===== config.mk =====
export PLATFORM = sky130hd
export DESIGN_NAME = i2c_ptr_regslave
export DESIGN_NICKNAME = d
export VERILOG_FILES = /design/src/rtl/i2c_ptr_pkg.sv /design/src/rtl/i2c_line_sync.sv /design/src/rtl/i2c_reg_bank.sv /design/src/rtl/i2c_proto_fsm.sv /design/src/rtl/i2c_ptr_regslave.sv
export SDC_FILE = /design/constraint.sdc
export NUM_CORES = 1
export LEC_CHECK = 0
export ABC_AREA = 1
export ABC_CLOCK_PERIOD_IN_PS = 3550
export BUFFER_PORTS_ARGS = -buffer_cell sky130_fd_sc_hd__buf_2
export CAP_MARGIN = 5
export CORE_MARGIN = 1
export CORE_UTILIZATION = 50
export CTS_BUF_LIST = sky130_fd_sc_hd__clkbuf_2 sky130_fd_sc_hd__clkbuf_4 sky130_fd_sc_hd__clkbuf_8
export DETAILED_ROUTE_END_ITERATION = 10
export MAX_ROUTING_LAYER = met4
export PLACE_DENSITY = 0.71
export SLEW_MARGIN = 30
export SYNTH_ARGS = -nofsm -noshare
export SYNTH_HDL_FRONTEND = slang
export SYNTH_SLANG_ARGS = --single-unit

===== constraint.sdc =====
create_clock -name clk -period 3.55 [get_ports clk]
set_input_delay 0.5325 -clock clk [delete_from_list [all_inputs] [get_ports clk]]
set_output_delay 0.5325 -clock clk [all_outputs]
set_load 0.02 [all_outputs]

===== src/rtl/i2c_ptr_pkg.sv =====
package i2c_ptr_pkg;

    typedef enum logic [2:0] {
        ST_IDLE,      // waiting for START
        ST_ADDR,      // shifting in the address byte
        ST_ACK_ADDR,  // holding ACK for the address
        ST_WR,        // shifting in a written byte
        ST_ACK_WR,    // holding ACK for a written byte
        ST_RD,        // shifting out a read byte
        ST_RD_ACK     // sampling the controller's ACK/NACK
    } proto_st_e;

endpackage


===== src/rtl/i2c_line_sync.sv =====
module i2c_line_sync #(
    parameter int STAGES = 2
) (
    input  logic clk,
    input  logic rst_n,
    input  logic scl_i,
    input  logic sda_i,
    output logic sda_s,
    output logic scl_rise,
    output logic scl_fall,
    output logic start_det,
    output logic stop_det
);

    typedef struct packed {
        logic [STAGES-1:0] scl_sh;
        logic [STAGES-1:0] sda_sh;
        logic              scl_p;
        logic              sda_p;
    } sync_t;

    sync_t q, d;

    logic scl_s;

    always_comb begin
        d        = q;
        d.scl_sh = (q.scl_sh << 1) | STAGES'(scl_i);
        d.sda_sh = (q.sda_sh << 1) | STAGES'(sda_i);
        d.scl_p  = q.scl_sh[STAGES-1];
        d.sda_p  = q.sda_sh[STAGES-1];
    end

    // idle bus is high, so reset to ones to avoid false edges
    always_ff @(posedge clk or negedge rst_n) begin
        if (!rst_n) q <= '1;
        else        q <= d;
    end

    assign scl_s     = q.scl_sh[STAGES-1];
    assign sda_s     = q.sda_sh[STAGES-1];
    assign scl_rise  = scl_s & ~q.scl_p;
    assign scl_fall  = ~scl_s & q.scl_p;
    assign start_det = scl_s & q.scl_p & q.sda_p & ~sda_s;
    assign stop_det  = scl_s & q.scl_p & ~q.sda_p & sda_s;

endmodule


===== src/rtl/i2c_reg_bank.sv =====
module i2c_reg_bank #(
    parameter int DATA_W = 16,
    parameter int NREG   = 4,
    localparam int PTR_W = $clog2(NREG)
) (
    input  logic                       clk,
    input  logic                       rst_n,
    input  logic                       we,
    input  logic [PTR_W-1:0]           wsel,
    input  logic [DATA_W-1:0]          wdata,
    input  logic [DATA_W-1:0]          conv_i,
    input  logic [PTR_W-1:0]           rsel,
    output logic [DATA_W-1:0]          rdata,
    output logic [(NREG-1)*DATA_W-1:0] regs_o
);

    logic [DATA_W-1:0] bank_d [NREG-1];
    logic [DATA_W-1:0] bank_q [NREG-1];

    // index 0 is the read-only result; only 1..NREG-1 are stored
    for (genvar i = 1; i < NREG; i++) begin : g_reg
        always_comb begin
            bank_d[i-1] = bank_q[i-1];
            if (we && wsel == PTR_W'(i)) bank_d[i-1] = wdata;
        end

        always_ff @(posedge clk or negedge rst_n) begin
            if (!rst_n) bank_q[i-1] <= '0;
            else        bank_q[i-1] <= bank_d[i-1];
        end

        assign regs_o[(i-1)*DATA_W +: DATA_W] = bank_q[i-1];
    end

    always_comb begin
        rdata = conv_i;
        for (int k = 1; k < NREG; k++) begin
            if (rsel == PTR_W'(k)) rdata = bank_q[k-1];
        end
    end

endmodule


===== src/rtl/i2c_proto_fsm.sv =====
module i2c_proto_fsm
    import i2c_ptr_pkg::*;
#(
    parameter logic [6:0] DEV_ADDR = 7'h48,
    parameter int         DATA_W   = 16,   // two bytes per register
    parameter int         NREG     = 4,
    localparam int        PTR_W    = $clog2(NREG),
    localparam int        BYTE_W   = 8
) (
    input  logic              clk,
    input  logic              rst_n,
    input  logic              sda_s,
    input  logic              scl_rise,
    input  logic              scl_fall,
    input  logic              start_det,
    input  logic              stop_det,
    input  logic [DATA_W-1:0] rdata,
    output logic              sda_oe,
    output logic              we,
    output logic [PTR_W-1:0]  wsel,
    output logic [DATA_W-1:0] wdata,
    output logic [PTR_W-1:0]  ptr
);

    typedef struct packed {
        proto_st_e         state;
        logic [3:0]        cnt;
        logic [BYTE_W-1:0] shreg;
        logic              oe;
        logic              rw;
        logic [PTR_W-1:0]  ptr;
        logic [1:0]        widx;
        logic [BYTE_W-1:0] msb;
        logic [DATA_W-1:0] rword;
        logic              ridx;
        logic              mack;
        logic              we;
        logic [PTR_W-1:0]  wsel;
        logic [DATA_W-1:0] wdata;
    } fsm_t;

    fsm_t q, d;

    logic [BYTE_W-1:0] next_rd_byte;

    // byte offered after a controller ACK: LSB after MSB, then wrap
    assign next_rd_byte = q.ridx ? q.rword[DATA_W-1 -: BYTE_W] : q.rword[BYTE_W-1:0];

    always_comb begin
        d    = q;
        d.we = 1'b0;
        if (stop_det) begin
            d.state = ST_IDLE;
            d.oe    = 1'b0;
        end else if (start_det) begin
            d.state = ST_ADDR;
            d.cnt   = '0;
            d.oe    = 1'b0;
            d.widx  = '0;
            d.ridx  = 1'b0;
        end else begin
            case (q.state)
                ST_ADDR: begin
                    if (scl_rise) begin
                        d.shreg = {q.shreg[BYTE_W-2:0], sda_s};
                        d.cnt   = q.cnt + 4'd1;
                    end else if (scl_fall && q.cnt == 4'd8) begin
                        if (q.shreg[BYTE_W-1:1] == DEV_ADDR) begin
                            d.state = ST_ACK_ADDR;
                            d.oe    = 1'b1;
                            d.rw    = q.shreg[0];
                        end else begin
                            d.state = ST_IDLE;
                        end
                    end
                end
                ST_ACK_ADDR: begin
                    if (scl_fall) begin
                        d.cnt = '0;
                        if (q.rw) begin
                            d.state = ST_RD;
                            d.rword = rdata;
                            d.shreg = rdata[DATA_W-1 -: BYTE_W];
                            d.oe    = ~rdata[DATA_W-1];
                            d.ridx  = 1'b0;
                        end else begin
                            d.state = ST_WR;
                            d.oe    = 1'b0;
                        end
                    end
                end
                ST_WR: begin
                    if (scl_rise) begin
                        d.shreg = {q.shreg[BYTE_W-2:0], sda_s};
                        d.cnt   = q.cnt + 4'd1;
                    end else if (scl_fall && q.cnt == 4'd8) begin
                        d.state = ST_ACK_WR;
                        d.oe    = 1'b1;
                        case (q.widx)
                            2'd0: d.ptr = q.shreg[PTR_W-1:0];
                            2'd1: d.msb = q.shreg;
                            2'd2: begin
                                d.we    = 1'b1;
                                d.wsel  = q.ptr;
                                d.wdata = {q.msb, q.shreg};
                            end
                            default: ;
                        endcase
                        if (q.widx != 2'd3) d.widx = q.widx + 2'd1;
                    end
                end
                ST_ACK_WR: begin
                    if (scl_fall) begin
                        d.state = ST_WR;
                        d.oe    = 1'b0;
                        d.cnt   = '0;
                    end
                end
                ST_RD: begin
                    if (scl_rise) begin
                        d.cnt = q.cnt + 4'd1;
                    end else if (scl_fall) begin
                        if (q.cnt == 4'd8) begin
                            d.state = ST_RD_ACK;
                            d.oe    = 1'b0;
                            d.mack  = 1'b0;
                        end else begin
                            d.shreg = q.shreg << 1;
                            d.oe    = ~q.shreg[BYTE_W-2];
                        end
                    end
                end
                ST_RD_ACK: begin
                    if (scl_rise) begin
                        d.mack = ~sda_s;
                    end else if (scl_fall) begin
                        if (q.mack) begin
                            d.state = ST_RD;
                            d.ridx  = ~q.ridx;
                            d.shreg = next_rd_byte;
                            d.oe    = ~next_rd_byte[BYTE_W-1];
                            d.cnt   = '0;
                        end else begin
                            d.state = ST_IDLE;
                        end
                    end
                end
                default: ;
            endcase
        end
    end

    always_ff @(posedge clk or negedge rst_n) begin
        if (!rst_n) begin
            q       <= '0;
            q.state <= ST_IDLE;
        end else begin
            q <= d;
        end
    end

    assign sda_oe = q.oe;
    assign we     = q.we;
    assign wsel   = q.wsel;
    assign wdata  = q.wdata;
    assign ptr    = q.ptr;

endmodule


===== src/rtl/i2c_ptr_regslave.sv =====
module i2c_ptr_regslave #(
    parameter logic [6:0] DEV_ADDR    = 7'h48,
    parameter int         DATA_W      = 16,
    parameter int         NREG        = 4,
    parameter int         SYNC_STAGES = 2,
    localparam int        PTR_W       = $clog2(NREG),
    localparam int        REGS_W      = (NREG-1)*DATA_W
) (
    input  logic              clk,
    input  logic              rst_n,
    input  logic              scl_i,
    input  logic              sda_i,
    output logic              sda_oe_o,
    input  logic [DATA_W-1:0] conv_data_i,
    output logic [REGS_W-1:0] regs_o
);

    logic              sda_s;
    logic              scl_rise;
    logic              scl_fall;
    logic              start_det;
    logic              stop_det;
    logic              reg_we;
    logic [PTR_W-1:0]  reg_wsel;
    logic [DATA_W-1:0] reg_wdata;
    logic [PTR_W-1:0]  reg_ptr;
    logic [DATA_W-1:0] reg_rdata;

    i2c_line_sync #(
        .STAGES (SYNC_STAGES)
    ) u_sync (
        .clk       (clk),
        .rst_n     (rst_n),
        .scl_i     (scl_i),
        .sda_i     (sda_i),
        .sda_s     (sda_s),
        .scl_rise  (scl_rise),
        .scl_fall  (scl_fall),
        .start_det (start_det),
        .stop_det  (stop_det)
    );

    i2c_proto_fsm #(
        .DEV_ADDR (DEV_ADDR),
        .DATA_W   (DATA_W),
        .NREG     (NREG)
    ) u_fsm (
        .clk       (clk),
        .rst_n     (rst_n),
        .sda_s     (sda_s),
        .scl_rise  (scl_rise),
        .scl_fall  (scl_fall),
        .start_det (start_det),
        .stop_det  (stop_det),
        .rdata     (reg_rdata),
        .sda_oe    (sda_oe_o),
        .we        (reg_we),
        .wsel      (reg_wsel),
        .wdata     (reg_wdata),
        .ptr       (reg_ptr)
    );

    i2c_reg_bank #(
        .DATA_W (DATA_W),
        .NREG   (NREG)
    ) u_bank (
        .clk    (clk),
        .rst_n  (rst_n),
        .we     (reg_we),
        .wsel   (reg_wsel),
        .wdata  (reg_wdata),
        .conv_i (conv_data_i),
        .rsel   (reg_ptr),
        .rdata  (reg_rdata),
        .regs_o (regs_o)
    );

endmodule


==> results of run 1 <==
==> kinds of logic after synthesis <==
group | after synthesis
xor gates and xnor gates | 2
buffers and inverters | 88
and+or+nand+nor | 355
AOI/OAI and AO/OA | 172
DFF | 120
adders and majority gates | 6
==> registers in the layout, indices dropped and copies added (netlist names) <==
name and flops:
u_bank.regs_o 48, u_fsm.q 44, u_fsm.wdata 16, u_sync.q 4, u_fsm.ptr 2, u_fsm.wsel 2, u_fsm.sda_oe 1, u_fsm.we 1
u_sync.d 1, u_sync.sda_s 1
==> where the power goes <==
part / internal (mW) / switching [mW] / total (mW)
Combinational: 0.192 / 0.439 / 0.631
Clock: 0.552 / 0.521 / 1.07
Sequential: 1.45 / 0.0909 / 1.54
Total: 2.19 / 1.05 / 3.24
==> final cells by class <==
type | instances | area [um2] | area share [%]
Tap cell | 140 | 175 | 2.66
Clock buffer | 24 | 299 | 4.54
Clock inverter | 7 | 47.5 | 0.722
Timing Repair Buffer | 69 | 367 | 5.57
Sequential cell | 120 | 3010 | 45.7
Inverter | 61 | 229 | 3.48
Multi-Input combinational cell | 535 | 2460 | 37.3
==> cells in the mapped netlist <==
cell type                  instances
sky130_fd_sc_hd__a21boi_0          2
sky130_fd_sc_hd__nor2_4            3
sky130_fd_sc_hd__ha_1              6
sky130_fd_sc_hd__o21ai_1           2
sky130_fd_sc_hd__nor2_1           53
sky130_fd_sc_hd__o211ai_1          4
sky130_fd_sc_hd__inv_2             2
sky130_fd_sc_hd__nor2_2            3
sky130_fd_sc_hd__o22ai_1           2
sky130_fd_sc_hd__a31oi_1           4
sky130_fd_sc_hd__or2_2             2
sky130_fd_sc_hd__nand2_1         242
sky130_fd_sc_hd__nand4_1           6
sky130_fd_sc_hd__nand2_2           2
sky130_fd_sc_hd__o21ai_0         129
sky130_fd_sc_hd__o21ai_2           1
sky130_fd_sc_hd__inv_1            58
sky130_fd_sc_hd__xor2_1            1
sky130_fd_sc_hd__buf_4             3
sky130_fd_sc_hd__a21oi_1          27
sky130_fd_sc_hd__buf_2             9
sky130_fd_sc_hd__dfrtp_1         114
sky130_fd_sc_hd__dfstp_2           6
sky130_fd_sc_hd__clkbuf_1         15
sky130_fd_sc_hd__nand3_2           4
sky130_fd_sc_hd__nand3_1          36
sky130_fd_sc_hd__clkinv_1          1
sky130_fd_sc_hd__nor3_1            4
sky130_fd_sc_hd__xnor2_1           1
sky130_fd_sc_hd__o21a_1            1
==> path summary, 6_finish.rpt <==
kind                                           from  slack (ns)                       endpoint  cells past startpoint
max                        u_fsm.ptr[0]$_DFFE_PN0P_        0.91        u_fsm.q[58]$_DFFE_PN0P_                      7
min                                           rst_n        0.12  u_bank.regs_o[19]$_DFFE_PN0P_                      1
max reg2reg                u_fsm.ptr[0]$_DFFE_PN0P_        0.91        u_fsm.q[58]$_DFFE_PN0P_                      7
min reg2reg                   u_sync.q[4]$_DFF_PN1_        0.35          u_sync.d[1]$_DFF_PN1_                      0
max in group asynchronous                     rst_n        2.67          u_sync.q[1]$_DFF_PN1_                      2
min in group clk                              sda_i        0.21          u_sync.q[2]$_DFF_PN1_                      1
==> through the flow <==
stage / cells / cell area, um2
final: 956 / 6590
after floorplan: 743 / 5810
after detailed placement: 925 / 6230
after global routing: 956 / 6590
after CTS: 956 / 6570
after global placement: 925 / 6220
==> layer usage <==
| metal | vias up | GRT usage (%) | wire length (um) |
|---|---|---|---|
| li1 | 2539 | - | - |
| met1 | 2556 | 39.5 | 7220 |
| met2 | 157 | 42.9 | 7160 |
| met3 | 17 | 5.04 | 741 |
| met4 | 0 | 9.14 | 184 |
| met5 | - | - | 0 |
==> worst max-delay path, delay by kind of cell, from the launching register on <==
kind / cells / cell delay (ns)
simple gates: 3 / 0.79
compound gates: 3 / 0.65
buf+inv: 1 / 0.61
flops: 1 / 0.45
==> impl_metrics.env, run 1 <==
export IMPL_fin_total_pwr_mw=3.24
export IMPL_synth_mux_area_share_pct=0
export IMPL_status="completed"
export IMPL_mapped_cells=743
export IMPL_global_route_wire_length_before_repair_um=24900
export IMPL_clk_insertion_delay_late_ns=0.43
export IMPL_grt_pass1_vias=4920
export IMPL_layout_core_utilization_pct=59.4
export IMPL_htree_num_levels=4
export IMPL_postRouteAntennaNets=0
export IMPL_grt_setup_unrepaired="false"
export IMPL_crit_path_top_delay_cell="sky130_fd_sc_hd__clkinv_1"
export IMPL_cts_tree="yes"
export IMPL_num_io_pins=69
export IMPL_tns_ns=0
export IMPL_timing_critical_path_fanout_max=17
export IMPL_yosys_top_cells_area="sky130_fd_sc_hd__dfrtp_1 (49%), sky130_fd_sc_hd__nand2_1 (16%), sky130_fd_sc_hd__o21ai_0 (11%), sky130_fd_sc_hd__inv_1 (3.7%), sky130_fd_sc_hd__nor2_1 (3.4%)"
export IMPL_fin_worst_skew_ns=0.0143
export IMPL_post_synthesis_compound_gate_area_fraction_pct=15.3
export IMPL_post_cts_gate_resize_count=0
export IMPL_yosys_area_top_type="sky130_fd_sc_hd__dfrtp_1"
export IMPL_global_route_usage_total_pct=28.6
export IMPL_commonest_cells_after_routing_fill_and_taps_aside="sky130_fd_sc_hd__nand2_1 (241), sky130_fd_sc_hd__o21ai_0 (129), sky130_fd_sc_hd__dfrtp_1 (114), sky130_fd_sc_hd__buf_2 (67), sky130_fd_sc_hd__inv_1 (58)"
export IMPL_place_port_buffers=68
export IMPL_hold_viol_final=0
export IMPL_worst_setup_path_end_kind="register"
export IMPL_worst_slew_margin_rel_pct=46.8
export IMPL_path_clk_slew_ns=0.07
export IMPL_postRouteWirelength_um=15300
export IMPL_post_route_min_period_ns=2.64
export IMPL_synth_simple_area_share_pct=25.2
export IMPL_die_height_um=110
export IMPL_nFillCells=1036
export IMPL_ys_types=30
export IMPL_clock_sink_count=120
export IMPL_worstSetupPathType="reg -> reg"
export IMPL_yosys_area_share_adder_pct=1.29
export IMPL_die_area_um2=12100
export IMPL_cp_cell_sequence="nand2_1, clkinv_1, nand2_1, a21boi_0, o21ai_0, nand2_1, o21ai_0"
export IMPL_timing_fmax_ghz=0.379
export IMPL_detailed_place_hpwl_um=11300
export IMPL_synthesis_area_um2=5810
export IMPL_drv_cap=0
export IMPL_drive_above_1_share_pct=15.4
export IMPL_antenna_found_initial=0
export IMPL_timing_critical_path_from_type="register"
export IMPL_grt_overflow=0
export IMPL_clock_path_buffers=2
export IMPL_area_delta_synth_final_pct=13.4
export IMPL_post_cts_hold_buffer_count=0
export IMPL_mappedNetlistNets=769
export IMPL_yosys_area_share_xor_xnor_pct=0.302
export IMPL_critical_path_most_common_cell="sky130_fd_sc_hd__nand2_1"
export IMPL_placeable_area_um2=11100
export IMPL_preCtsSetupSlack_ns=0.965
export IMPL_cp_arrival_ns=2.93
export IMPL_post_route_period_util_pct=74.3
export IMPL_yosysTopAreaCellShare_pct=49.1
export IMPL_sequential_to_total_area_share_from_yosys_stat_pct=51.8
export IMPL_synth_seq_cells=120
export IMPL_finalMaxSlewViolations=0
export IMPL_start_util_pct=52.4
export IMPL_setup_ws_ns=0.914
export IMPL_routedWlPerCell_um=16.0
export IMPL_syn_mean_instance_area_um2=7.82
export IMPL_fin_nets=830
export IMPL_synth_top_family_by_area="simple AND/OR/NAND/NOR gates"
export IMPL_die_w_um=110
export IMPL_remaining_drc_errors=0
export IMPL_tightestPinTransition_ns=0.789
export IMPL_timing_hold_ws_ns=0.122
export IMPL_max_vdd_ir_drop_mv=0.327
export IMPL_num_cts_buffers=17
export IMPL_placementRows=38
export IMPL_drt_first_iter_violations=511
export IMPL_vias=5269
export IMPL_rd_place_congestion=0.963
export IMPL_power_leakage_nw=3.35
export IMPL_clockRootBuffer="sky130_fd_sc_hd__clkbuf_8"
export IMPL_power_per_cell_area_nw_per_um2=493
export IMPL_critPathMaxStageDelay_ns=0.61
export IMPL_drt_pre_antenna_iters=8
export IMPL_commonest_non_fill_non_tap_cell_in_the_layout="sky130_fd_sc_hd__nand2_1"
export IMPL_yosysWarnings=0
export IMPL_min_path_type="in -> async"
export IMPL_worstPathRequired_ns=3.85
export IMPL_antenna_diode_count=0
export IMPL_cts_setup_buffers=0
export IMPL_detail_route_vias_per_cell=5.51
export IMPL_maximum_number_of_pins_on_one_net_before_global_route_repair=72
export IMPL_setup_viol=0
No activity file was read; power rests on OpenSTA's default activity.
==> inputs of run 2 (changes only) <==
--- a/config.mk
+++ b/config.mk
@@ -6,7 +6,7 @@
 export NUM_CORES = 1
 export LEC_CHECK = 0
 export ABC_AREA = 1
-export ABC_CLOCK_PERIOD_IN_PS = 3550
+export ABC_CLOCK_PERIOD_IN_PS = 2500
 export BUFFER_PORTS_ARGS = -buffer_cell sky130_fd_sc_hd__buf_2
 export CAP_MARGIN = 5
 export CORE_MARGIN = 1
==> constraint.sdc (replaced) <==
create_clock -name clk -period 2.5 [get_ports clk]
set_input_delay 0.375 -clock clk [delete_from_list [all_inputs] [get_ports clk]]
set_output_delay 0.375 -clock clk [all_outputs]
set_load 0.02 [all_outputs]
==> run 2 against run 1 <==
  * Cell area is 1.9% higher
  * Routed wire length is 5.4% higher
  * Worst setup slack worse by 0.58 ns
  * First-iteration DRC count decreased by 1.8%
  * Worst hold slack better by 0.21 ns
  * Register-to-register slack worse by 0.58 ns
  * Critical path type unchanged
  * Largest power group unchanged
  * Fmax rose by 22%
  * Power rose by 43%
  * Combinational power up 42%
==> impl_metrics.env, run 2 (synthesis gave the netlist of run 1 again) <==
export IMPL_timing_critical_path_fanout_max=17
export IMPL_clk_insertion_delay_late_ns=0.46
export IMPL_cp_cell_sequence="nand2_1, inv_1, nand2_1, nor2_4, nand3_2, inv_2, nand2_1, o21ai_0"
export IMPL_nFillCells=1022
export IMPL_post_route_min_period_ns=2.17
export IMPL_critical_path_top_delay_family="simple AND/OR/NAND/NOR gates"
export IMPL_clockRootBuffer="sky130_fd_sc_hd__clkbuf_8"
export IMPL_crit_path_top_delay_cell="sky130_fd_sc_hd__dfstp_2"
export IMPL_worstSetupPathType="reg -> reg"
export IMPL_place_port_buffers=68
export IMPL_global_route_wire_length_before_repair_um=26200
export IMPL_post_route_period_util_pct=86.7
export IMPL_htree_num_levels=4
export IMPL_die_w_um=110
export IMPL_worstPathRequired_ns=2.87
export IMPL_path_clk_slew_ns=0.07
export IMPL_routedWlPerCell_um=16.6
export IMPL_crit_path_end="u_fsm.wdata[9]$_DFFE_PN0P_"
export IMPL_remaining_drc_errors=0
export IMPL_clock_path_buffers=2
export IMPL_detailed_place_hpwl_um=11800
export IMPL_maximum_number_of_pins_on_one_net_before_global_route_repair=74
export IMPL_detail_route_vias_per_cell=5.57
export IMPL_commonest_cells_after_routing_fill_and_taps_aside="sky130_fd_sc_hd__nand2_1 (242), sky130_fd_sc_hd__o21ai_0 (129), sky130_fd_sc_hd__dfrtp_1 (114), sky130_fd_sc_hd__buf_2 (67), sky130_fd_sc_hd__inv_1 (58)"
export IMPL_tns_ns=0
export IMPL_drt_first_iter_violations=502
export IMPL_timing_critical_path_from="u_sync.q[1]$_DFF_PN1_"
export IMPL_grt_overflow=0
export IMPL_setup_viol=0
export IMPL_commonest_non_fill_non_tap_cell_in_the_layout="sky130_fd_sc_hd__nand2_1"
export IMPL_critPathMaxStageDelay_ns=0.54
export IMPL_ff2ff_setup_slack_ns=0.33
export IMPL_power_per_cell_area_nw_per_um2=692
export IMPL_die_area_um2=12100
export IMPL_area_delta_synth_final_pct=15.5
export IMPL_postRouteAntennaNets=0
export IMPL_placementRows=38
export IMPL_die_height_um=110
export IMPL_drt_pre_antenna_iters=5
export IMPL_worst_setup_path_end_kind="register"
export IMPL_postRouteWirelength_um=16100
export IMPL_drv_cap=0
export IMPL_num_cts_buffers=17
export IMPL_status="completed"
export IMPL_grt_pass1_vias=5121
export IMPL_setup_ws_ns=0.334
export IMPL_timing_fmax_ghz=0.462
export IMPL_post_cts_hold_buffer_count=1
export IMPL_grt_setup_unrepaired="false"
export IMPL_max_vdd_ir_drop_mv=0.613
export IMPL_fin_worst_skew_ns=0.00937
export IMPL_cts_tree="yes"
export IMPL_preCtsSetupSlack_ns=0.385
export IMPL_placeable_area_um2=11100
export IMPL_largest_register_ffs=48
export IMPL_num_io_pins=69
export IMPL_critical_path_n_buffers_inverters=2
export IMPL_start_util_pct=52.4
export IMPL_worst_slew_margin_rel_pct=39.4
export IMPL_path_depth=8
export IMPL_drive_above_1_share_pct=16.5
export IMPL_hold_viol_final=0
export IMPL_regToRegStartpoint="u_sync.q[1]$_DFF_PN1_"
export IMPL_global_route_usage_total_pct=30.2
export IMPL_clock_sink_count=120
export IMPL_antenna_diode_count=0
export IMPL_post_cts_gate_resize_count=0
export IMPL_r2r_end="u_fsm.wdata[9]$_DFFE_PN0P_"
export IMPL_rd_place_congestion=0.964
export IMPL_fin_nets=847
export IMPL_finalMaxSlewViolations=0
export IMPL_vias=5421
export IMPL_power_leakage_nw=3.42
export IMPL_timing_critical_path_from_type="register"
export IMPL_antenna_found_initial=0
export IMPL_min_path_type="in -> reg"
export IMPL_r2r_cells=8
export IMPL_timing_hold_ws_ns=0.332
export IMPL_critical_path_most_common_cell="sky130_fd_sc_hd__nand2_1"
export IMPL_cp_arrival_ns=2.54
export IMPL_tightestPinTransition_ns=0.907
export IMPL_cts_setup_buffers=0
[run 2: changes by cell type in the layout (fill, tap and decap cells not counted), moves of 2 or more]
cell                            previous run  this run
sky130_fd_sc_hd__nand3_2                   6         4
sky130_fd_sc_hd__buf_4                     0        15
sky130_fd_sc_hd__clkinvlp_4                2         4
sky130_fd_sc_hd__dlygate4sd3_1             0         3
sky130_fd_sc_hd__inv_6                     0         4
sky130_fd_sc_hd__clkbuf_4                  5         1
sky130_fd_sc_hd__nand3_1                  34        36
[run 2: routing by layer]
metal,share of wire (%),global-route usage (%),vias up,routed length [um]
met1,46,40.4,2585,7360
met5,0,-,-,0
li1,-,-,2590,-
met4,2.8,12.4,0,447
met3,6.0,6.94,38,965
met2,46,44.3,208,7360
[run 2: per-stage QoR]
step / instance area (um2) / util, % / std cells / power, mW
after floorplan: 5810 / - / 743 / 2.79
after global placement: 6330 / 57.1 / 939 / 3.07
after detailed placement: 6330 / 57.1 / 939 / 3.09
after CTS: 6690 / 60.4 / 972 / 4.65
after global routing: 6710 / 60.6 / 974 / 4.90
final: 6710 / 60.6 / 974 / 4.64
[run 2: worst register-to-register path, delay by kind of cell, from the launching register on]
family / cells / cell delay [ns]
AOI/OAI and AO/OA: 1 / 0.09
buffers and inverters: 2 / 0.52
DFF: 1 / 0.54
and+or+nand+nor: 5 / 0.94
[run 2: worst min path at each step]
stage | from | to | cells after the start
floorplan | rst_n | u_bank.regs_o[0]$_DFFE_PN0P_ | 0
global placement | u_sync.q[2]$_DFF_PN1_ | u_sync.sda_s$_DFF_PN1_ | 0
detailed placement | u_sync.q[2]$_DFF_PN1_ | u_sync.sda_s$_DFF_PN1_ | 0
CTS | sda_i | u_sync.q[2]$_DFF_PN1_ | 1
global route | conv_data_i[8] | u_fsm.q[29]$_DFFE_PN0P_ | 5
finish | conv_data_i[7] | u_fsm.q[28]$_DFFE_PN0P_ | 5
[run 2: area by class of cell]
cell class	count	area, um2	area share, %
inverters	61	229	3.41
multi-input cells	535	2440	36.4
repair buffers	86	498	7.42
flip-flops and latches	120	3010	44.9
clock buffers	19	255	3.80
well taps	140	175	2.61
clock inverters	13	97.6	1.45
[run 2: report_power, final]
group          internal, mW  leakage [nW]  switching (mW)
combinational         0.280          1.69           0.614
clock                 0.728         0.173           0.840
sequential             2.06          1.55           0.123
total                  3.07          3.42            1.58
